==> src/rtl/wake_cause_pkg.sv <==
// Package: shared sizes and register addresses of the wake-up cause block.
// Assumes the host port uses 8-bit addresses and 16-bit data.
package wake_cause_pkg;
    localparam int NUM_SRC     = 7;
    localparam int DATA_W      = 16;
    localparam int ADDR_W      = 8;
    localparam int SYNC_STAGES = 2;

    localparam logic [ADDR_W-1:0] ADDR_STATUS = 8'h1F;
    localparam logic [ADDR_W-1:0] ADDR_MASK   = 8'h27;

    // Bit positions of the wake causes in status and mask.
    localparam int SRC_OFF_START  = 6;
    localparam int SRC_HIB_START  = 5;
    localparam int SRC_CONV_FAULT = 4;
    localparam int SRC_WDOG_RST   = 3;
    localparam int SRC_PWRON_PIN  = 2;
    localparam int SRC_ON_KEY     = 1;
    localparam int SRC_WAKE_PIN   = 0;
endpackage

==> src/rtl/wake_evt_detect.sv <==
// Module: wake_evt_detect
// Synchronises each asynchronous event input through STAGES flops and emits a
// one-cycle pulse on each rising edge. Edge output stays blocked until the sync
// chain and the history flop hold real samples, so an input that is already
// high at reset release produces no pulse.
module wake_evt_detect #(
    parameter int N      = 7,
    parameter int STAGES = 2
) (
    input  logic         clk,
    input  logic         rst_n,
    input  logic [N-1:0] evt_async,
    output logic [N-1:0] evt_rise
);
    localparam int ARM_CYC = STAGES + 1;
    localparam int CNT_W   = $clog2(ARM_CYC + 1);

    logic [N-1:0]     chain [STAGES];
    logic [N-1:0]     hist_q;
    logic [CNT_W-1:0] arm_cnt;
    logic             armed;

    // Purpose: first synchroniser stage samples the raw inputs.
    always_ff @(posedge clk) begin
        if (!rst_n) chain[0] <= '0;
        else        chain[0] <= evt_async;
    end

    // Further synchroniser stages, generated from STAGES.
    for (genvar s = 1; s < STAGES; s++) begin : g_stage
        // Purpose: shift the synchronised value one stage on.
        always_ff @(posedge clk) begin
            if (!rst_n) chain[s] <= '0;
            else        chain[s] <= chain[s-1];
        end
    end

    // Purpose: keep the previous synchronised sample for edge detection.
    always_ff @(posedge clk) begin
        if (!rst_n) hist_q <= '0;
        else        hist_q <= chain[STAGES-1];
    end

    // Purpose: count cycles after reset until the pipeline holds real samples.
    always_ff @(posedge clk) begin
        if (!rst_n)                             arm_cnt <= '0;
        else if (arm_cnt != CNT_W'(ARM_CYC))    arm_cnt <= arm_cnt + 1'b1;
    end

    assign armed = (arm_cnt == CNT_W'(ARM_CYC));

    // Per-source edge decode.
    for (genvar i = 0; i < N; i++) begin : g_edge
        // Purpose: rising edge of source i, suppressed until armed.
        always_comb begin
            evt_rise[i] = armed & chain[STAGES-1][i] & ~hist_q[i];
        end
    end

    // An edge pulse never lasts two cycles.
    p_edge_pulse_r3: assert property (@(posedge clk) disable iff (!rst_n)
        (|evt_rise) |=> ((evt_rise & $past(evt_rise)) == '0));

    // No edge while the pipeline still holds reset values.
    p_quiet_after_reset_r10: assert property (@(posedge clk) disable iff (!rst_n)
        !armed |-> (evt_rise == '0));
endmodule

==> src/rtl/wake_status_bank.sv <==
// Module: wake_status_bank
// Holds the sticky wake-cause flags. An edge pulse sets a flag. A clear strobe
// from the host port zeroes all flags, except those whose edge arrives in the
// same cycle, which stay set.
module wake_status_bank #(
    parameter int N = 7
) (
    input  logic         clk,
    input  logic         rst_n,
    input  logic [N-1:0] set_pulse,
    input  logic         clr_all,
    output logic [N-1:0] status_q
);
    logic [N-1:0] keep;
    logic [N-1:0] status_d;

    // Purpose: select which old flags survive this cycle.
    always_comb begin
        keep = clr_all ? '0 : status_q;
    end

    // Purpose: merge surviving flags with new edges (set wins over clear).
    always_comb begin
        status_d = keep | set_pulse;
    end

    // Purpose: flag storage.
    always_ff @(posedge clk) begin
        if (!rst_n) status_q <= '0;
        else        status_q <= status_d;
    end

    // A flag stays set without a clear.
    p_sticky_r2: assert property (@(posedge clk) disable iff (!rst_n)
        !clr_all |=> ((status_q & $past(status_q)) == $past(status_q)));

    // Every edge lands in the flags.
    p_edge_lands_r5: assert property (@(posedge clk) disable iff (!rst_n)
        (|set_pulse) |=> ((status_q & $past(set_pulse)) == $past(set_pulse)));

    // A clear leaves only flags set by same-cycle edges.
    p_clear_on_read_r4: assert property (@(posedge clk) disable iff (!rst_n)
        clr_all |=> ((status_q & ~$past(set_pulse)) == '0));
endmodule

==> src/rtl/wake_host_port.sv <==
// Module: wake_host_port
// Decodes the host register port: owns the mask register, registers read data
// and issues the clear strobe for a status read. Assumes read and write strobes
// last one cycle per access. Writes to the status address are dropped.
module wake_host_port #(
    parameter int                N      = 7,
    parameter int                DW     = 16,
    parameter int                AW     = 8,
    parameter logic [AW-1:0]     A_STAT = 8'h1F,
    parameter logic [AW-1:0]     A_MASK = 8'h27
) (
    input  logic          clk,
    input  logic          rst_n,
    input  logic [AW-1:0] addr,
    input  logic [DW-1:0] wdata,
    input  logic          wr,
    input  logic          rd,
    input  logic [N-1:0]  status,
    output logic [N-1:0]  mask_q,
    output logic          clr_status,
    output logic [DW-1:0] rdata
);
    localparam int PAD_W = DW - N;

    logic          hit_stat;
    logic          hit_mask;
    logic [DW-1:0] rd_mux;
    logic          unused_hi;

    // Purpose: address decode.
    always_comb begin
        hit_stat = (addr == A_STAT);
        hit_mask = (addr == A_MASK);
    end

    // Purpose: a status read clears the flags.
    always_comb begin
        clr_status = rd & hit_stat;
    end

    // Purpose: pick the read value; unused bits and addresses give 0.
    always_comb begin
        rd_mux = '0;
        if (hit_stat)      rd_mux = {{PAD_W{1'b0}}, status};
        else if (hit_mask) rd_mux = {{PAD_W{1'b0}}, mask_q};
    end

    assign unused_hi = ^wdata[DW-1:N];

    // Purpose: mask register, written only at its own address.
    always_ff @(posedge clk) begin
        if (!rst_n)              mask_q <= '0;
        else if (wr && hit_mask) mask_q <= wdata[N-1:0];
    end

    // Purpose: registered read data.
    always_ff @(posedge clk) begin
        if (!rst_n)  rdata <= '0;
        else if (rd) rdata <= rd_mux;
    end

    // A mask write lands exactly.
    p_mask_write_r6: assert property (@(posedge clk) disable iff (!rst_n)
        (wr && hit_mask) |=> (mask_q == $past(wdata[N-1:0])));

    // Reads of unmapped addresses return 0.
    p_unmapped_zero_r9: assert property (@(posedge clk) disable iff (!rst_n)
        (rd && !hit_stat && !hit_mask) |=> (rdata == '0));

    // A status read returns the flags held before the clear.
    p_read_old_r5: assert property (@(posedge clk) disable iff (!rst_n)
        clr_status |=> (rdata[N-1:0] == $past(status)));
endmodule

==> src/rtl/wake_irq_combine.sv <==
// Module: wake_irq_combine
// Collapses the unmasked flags into a single registered interrupt line.
module wake_irq_combine #(
    parameter int N = 7
) (
    input  logic         clk,
    input  logic         rst_n,
    input  logic [N-1:0] status,
    input  logic [N-1:0] mask,
    output logic         irq_q
);
    logic [N-1:0] pend;

    // Purpose: flags that are enabled.
    always_comb begin
        pend = status & ~mask;
    end

    // Purpose: registered OR reduction.
    always_ff @(posedge clk) begin
        if (!rst_n) irq_q <= 1'b0;
        else        irq_q <= |pend;
    end
endmodule

==> src/rtl/wake_cause_irq.sv <==
// Module: wake_cause_irq (top)
// Wake-up cause register: seven synchronised event inputs set sticky flags on
// rising edges. The host reads the flags (the read clears them) and the mask
// over a simple register port. Unmasked flags drive one interrupt line.
// Assumes a single clock domain for the host port; the event inputs may be
// asynchronous.
module wake_cause_irq
    import wake_cause_pkg::*;
(
    input  logic                  clk,
    input  logic                  rst_n,
    input  logic [NUM_SRC-1:0]    evt_in,
    input  logic [ADDR_W-1:0]     reg_addr,
    input  logic [DATA_W-1:0]     reg_wdata,
    input  logic                  reg_wr,
    input  logic                  reg_rd,
    output logic [DATA_W-1:0]     reg_rdata,
    output logic                  irq_o
);
    logic [NUM_SRC-1:0] rise;
    logic [NUM_SRC-1:0] status_q;
    logic [NUM_SRC-1:0] mask_q;
    logic               clr_status;

    wake_evt_detect #(.N(NUM_SRC), .STAGES(SYNC_STAGES)) u_detect (
        .clk       (clk),
        .rst_n     (rst_n),
        .evt_async (evt_in),
        .evt_rise  (rise)
    );

    wake_status_bank #(.N(NUM_SRC)) u_status (
        .clk       (clk),
        .rst_n     (rst_n),
        .set_pulse (rise),
        .clr_all   (clr_status),
        .status_q  (status_q)
    );

    wake_host_port #(
        .N      (NUM_SRC),
        .DW     (DATA_W),
        .AW     (ADDR_W),
        .A_STAT (ADDR_STATUS),
        .A_MASK (ADDR_MASK)
    ) u_port (
        .clk        (clk),
        .rst_n      (rst_n),
        .addr       (reg_addr),
        .wdata      (reg_wdata),
        .wr         (reg_wr),
        .rd         (reg_rd),
        .status     (status_q),
        .mask_q     (mask_q),
        .clr_status (clr_status),
        .rdata      (reg_rdata)
    );

    wake_irq_combine #(.N(NUM_SRC)) u_irq (
        .clk    (clk),
        .rst_n  (rst_n),
        .status (status_q),
        .mask   (mask_q),
        .irq_q  (irq_o)
    );

    // The interrupt follows the unmasked flags with one cycle of delay.
    p_irq_follows_r7: assert property (@(posedge clk) disable iff (!rst_n)
        1'b1 |=> (irq_o == |($past(status_q) & ~$past(mask_q))));

    // Upper read bits stay zero.
    p_rdata_hi_zero_r9: assert property (@(posedge clk) disable iff (!rst_n)
        reg_rdata[DATA_W-1:NUM_SRC] == '0);
endmodule

==> config.mk <==
export PLATFORM = sky130hd
export DESIGN_NAME = wake_cause_irq
export DESIGN_NICKNAME = d
export VERILOG_FILES = /design/src/rtl/wake_cause_pkg.sv /design/src/rtl/wake_evt_detect.sv /design/src/rtl/wake_status_bank.sv /design/src/rtl/wake_host_port.sv /design/src/rtl/wake_irq_combine.sv /design/src/rtl/wake_cause_irq.sv
export SDC_FILE = /design/constraint.sdc
export NUM_CORES = 1
export LEC_CHECK = 0
export BUFFER_PORTS_ARGS = -buffer_cell sky130_fd_sc_hd__clkbuf_2
export CORE_MARGIN = 3
export CORE_UTILIZATION = 54
export CTS_CLUSTER_SIZE = 30
export DETAILED_ROUTE_END_ITERATION = 10
export GPL_ROUTABILITY_DRIVEN = 0
export PLACE_DENSITY = 0.83
export SLEW_MARGIN = 20
export SYNTH_ARGS = -nofsm -noshare
export SYNTH_HDL_FRONTEND = slang
export SYNTH_HIERARCHICAL = 1
export SYNTH_SLANG_ARGS = --single-unit
==> constraint.sdc <==
create_clock -name clk -period 1.8 [get_ports clk]
set_clock_uncertainty 0.2 [all_clocks]
set_input_delay 0 -clock clk [delete_from_list [all_inputs] [get_ports clk]]
set_output_delay 0 -clock clk [all_outputs]
set_load 0.05 [all_outputs]
==> flow_metrics.tcl <==
set metrics [dict create \
    grt_pass1_wl_um 5980 \
    dp_hpwl_um 2360 \
    ys_warn_count 6 \
    cts-root-buf "clkbuf_4" \
    ys_top_cells_by_count "45 x dfxtp_1, 22 x and2_1, 21 x nand2_1" \
    async_flop_share_pct 0 \
    worst_ir_drop_vdd_v 0.000733 \
    path_class "in2reg" \
    hold_violations 0 \
    crit_fanout 7 \
    rr_worst_depth 3 \
    holdWs_ns 0.0410 \
    power.density_nw_per_um2 848 \
    nets 270 \
    r2r_setup_slack_ns 0.29 \
    status "finished, final reports clean" \
    cp.arrival_ns 1.85 \
    utilization_pct 76.6 \
    drt_iter0_drc 70 \
    synth-seq-area-share_pct 52.0 \
    antenna_left 0 \
    drc 0 \
    rsz0062_at_grt "no" \
    start_kind "input port" \
    design.core.area_um2 2900 \
    die_w_um 62.6 \
    p_seq_share_pct 55.4 \
    vias 1388 \
    seq_area_um2 901 \
    syn_inst 177 \
    n_antenna_cell 0 \
    start_util_pct 59.7 \
    synth_edf_count 0 \
    cp_slowest_cell "dlygate4sd3_1" \
    grt_pass1_vias 1375 \
    period_minus_slack_ns 1.74 \
    fillCellCount 219 \
    worstPathRequired_ns 1.90 \
    multi_input_area_um2 733 \
    synthTopCellsByArea "dfxtp_1 52%, and2_1 7.9%, mux2i_1 4.6%" \
    numCtsBuffers 5 \
    r2r-end "u_port/rdata[0]$_SDFFE_PN0P_" \
    yosysTopAreaCellShare_pct 52.0 \
    avgSynthCellArea_um2 9.78 \
    antenna_found_initial 0 \
    wl_per_cell_um 12.9 \
    comb_power_share_pct 11.0 \
    fmax_mhz 573 \
    startpoint "reg_addr[7]" \
    die_h_um 62.6 \
    vias_per_cell 5.01 \
    synth_cell_types 29 \
    fin_crit_sh_pct 96.9 \
    grt_use_total_pct 19.4 \
    tns_ns 0 \
    wl_um 3580 \
    critical_path.endpoint "u_port/rdata[3]$_SDFFE_PN0P_" \
    die_area_um2 3920 \
    p_int_mw 1.45 \
    swShare_pct 22.8 \
    min_path_type "in2reg" \
    clk_pin_slew_worst_paths_ns 0.13 \
    p_switching_uw 430 \
    reg2reg_from "u_port/mask_q[0]$_SDFFE_PN0P_" \
    cts.sinks 45 \
    syn2layout_area_growth_pct 28.3 \
    drive_gt1_share_pct 19.1 \
    port_buffers 33 \
    worstSetupEndpointType "flip-flop" \
    cp_cell_sequence "dlygate4sd3_1 -> clkbuf_2 -> nor2_4 -> nand4_1 -> o21ai_1 -> dlygate4sd3_1" \
    p_clk_share_pct 33.6 \
    ys_seq_elements 45 \
    syn-cell-area_um2 1730 \
    maxCapViolations 0 \
    drtPass1Iterations 4 \
    overflow 0 \
    clk_latency_ns 0.35 \
    slew_viol_final 0 \
    cpPeakStageDelay_ns 0.58 \
    cts_tree "built" \
    yosysTopAreaCell "dfxtp_1" \
    clock_path_buffers 2 \
    synth_ff_type "dfxtp_1" \
    grt_max_degree 41 \
    rows 19 \
    htree_levels 2 \
    post-synth-top-count-cell "dfxtp_1" \
    num_io_pins 52 \
    leakagePower_nw 0.957 \
    setup_viol 0 \
    cp_common_cell "dlygate4sd3_1" \
]
## power groups by stage
stage                     Combinational [mW]  Clock [mW]  Sequential (mW)
after floorplan                        0.134           0             1.07
after global placement                 0.162           0             1.06
after detailed placement               0.172           0             1.07
after CTS                              0.205       0.646             1.04
after global routing                   0.227       0.695             1.05
final                                  0.208       0.634             1.04
## state kept, by name (all words and copies together) (netlist names)
name and cells:
u_detect/chain 14, u_port/rdata 7, u_detect/hist_q 7, u_status/status_q 7, u_detect/arm_cnt 2, u_port/mask_q 7
u_irq/irq_q 1
## cell families after synthesis
group | synth area share (%)
flops | 52.0
xor+xnor | 0.506
fa+ha+maj | 0.722
mux | 4.62
other cells | 0.217
simple gates | 23.9
buf+inv | 7.80
compound gates | 10.2
## worst max-delay path: cells and delay by family
kind,cells,cell delay [ns]
buf+inv,3,1.23
compound gates,1,0.22
simple gates,2,0.38
## routing by layer
metal,part of all wire [%],GRT usage [%],up-vias
li1,-,-,684
met1,42,22.0,633
met2,49,32.9,60
met3,6.8,5.22,11
met4,2.0,10.7,0
met5,0,0,-
## what timing repair did
| action | 4_1_cts | 5_1_grt |
|---|---|---|
| hold buffers | 23 | 0 |
| buffers inserted | 0 | 1 |
| gates resized for setup | 0 | 6 |
| endpoints found under the setup margin | 0 | 3 |
| hold endpoints to repair | 26 | 0 |
## per-stage QoR
stage / setup WS [ns] / cells / power (mW) / instance area, um^2
after CTS: 0.0218 / 276 / 1.90 / 2200
after global placement: 0.440 / 245 / 1.23 / 1890
after detailed placement: 0.401 / 245 / 1.24 / 1890
final: 0.0554 / 277 / 1.89 / 2220
after global routing: 0.00943 / 277 / 1.97 / 2220
after floorplan: 0.614 / 185 / 1.20 / 1760
## final cells by class
class / instances / area share [%]
Sequential cell: 45 / 40.5
Timing Repair Buffer: 58 / 19.3
Clock buffer: 7 / 2.48
Multi-Input combinational cell: 118 / 33.0
Tap cell: 42 / 2.36
Clock inverter: 1 / 1.35
Inverter: 6 / 1.01
## worst min-delay path by stage
| stage | slack (ns) | cells after the start | from | to |
|---|---|---|---|---|
| 6_report | 0.04 | 4 | reg_addr[0] | u_port/rdata[5]$_SDFFE_PN0P_ |
| 5_1_grt | 0.07 | 4 | reg_addr[0] | u_port/rdata[5]$_SDFFE_PN0P_ |
| 4_1_cts | 0.01 | 4 | reg_addr[0] | u_port/rdata[5]$_SDFFE_PN0P_ |
| 3_5_place_dp | 0.01 | 2 | evt_in[0] | u_detect/chain[0][0]$_SDFF_PN0_ |
| 3_3_place_gp | 0.006 | 2 | evt_in[4] | u_detect/chain[0][4]$_SDFF_PN0_ |
| 2_1_floorplan | -0.08 | 1 | rst_n | u_status/status_q[0]$_SDFF_PN0_ |
## placed cells by master (no fill, tap or decap)
cell type,count
ha_1,1
nand2_1,21
nor2b_1,8
dfxtp_1,45
o21a_1,7
buf_4,2
dlymetal6s4s_1,1
and3b_1,1
nand2b_1,1
nor2_4,1
o221ai_2,1
conb_1,9
o22ai_1,2
nor3b_2,1
clkbuf_8,1
mux2i_1,8
clkbuf_2,32
nor4bb_1,1
buf_12,1
clkbuf_1,1
o21ai_1,7
nand3b_1,7
inv_1,6
nand4_1,1
and4_1,1
bufinv_16,1
dlygate4sd3_1,22
clkbuf_4,5
o31a_1,1
nor2_1,7
xnor2_1,1
a22oi_1,7
and3_1,2
and2_1,22
Note: power is estimated with default switching activity, not from simulation.
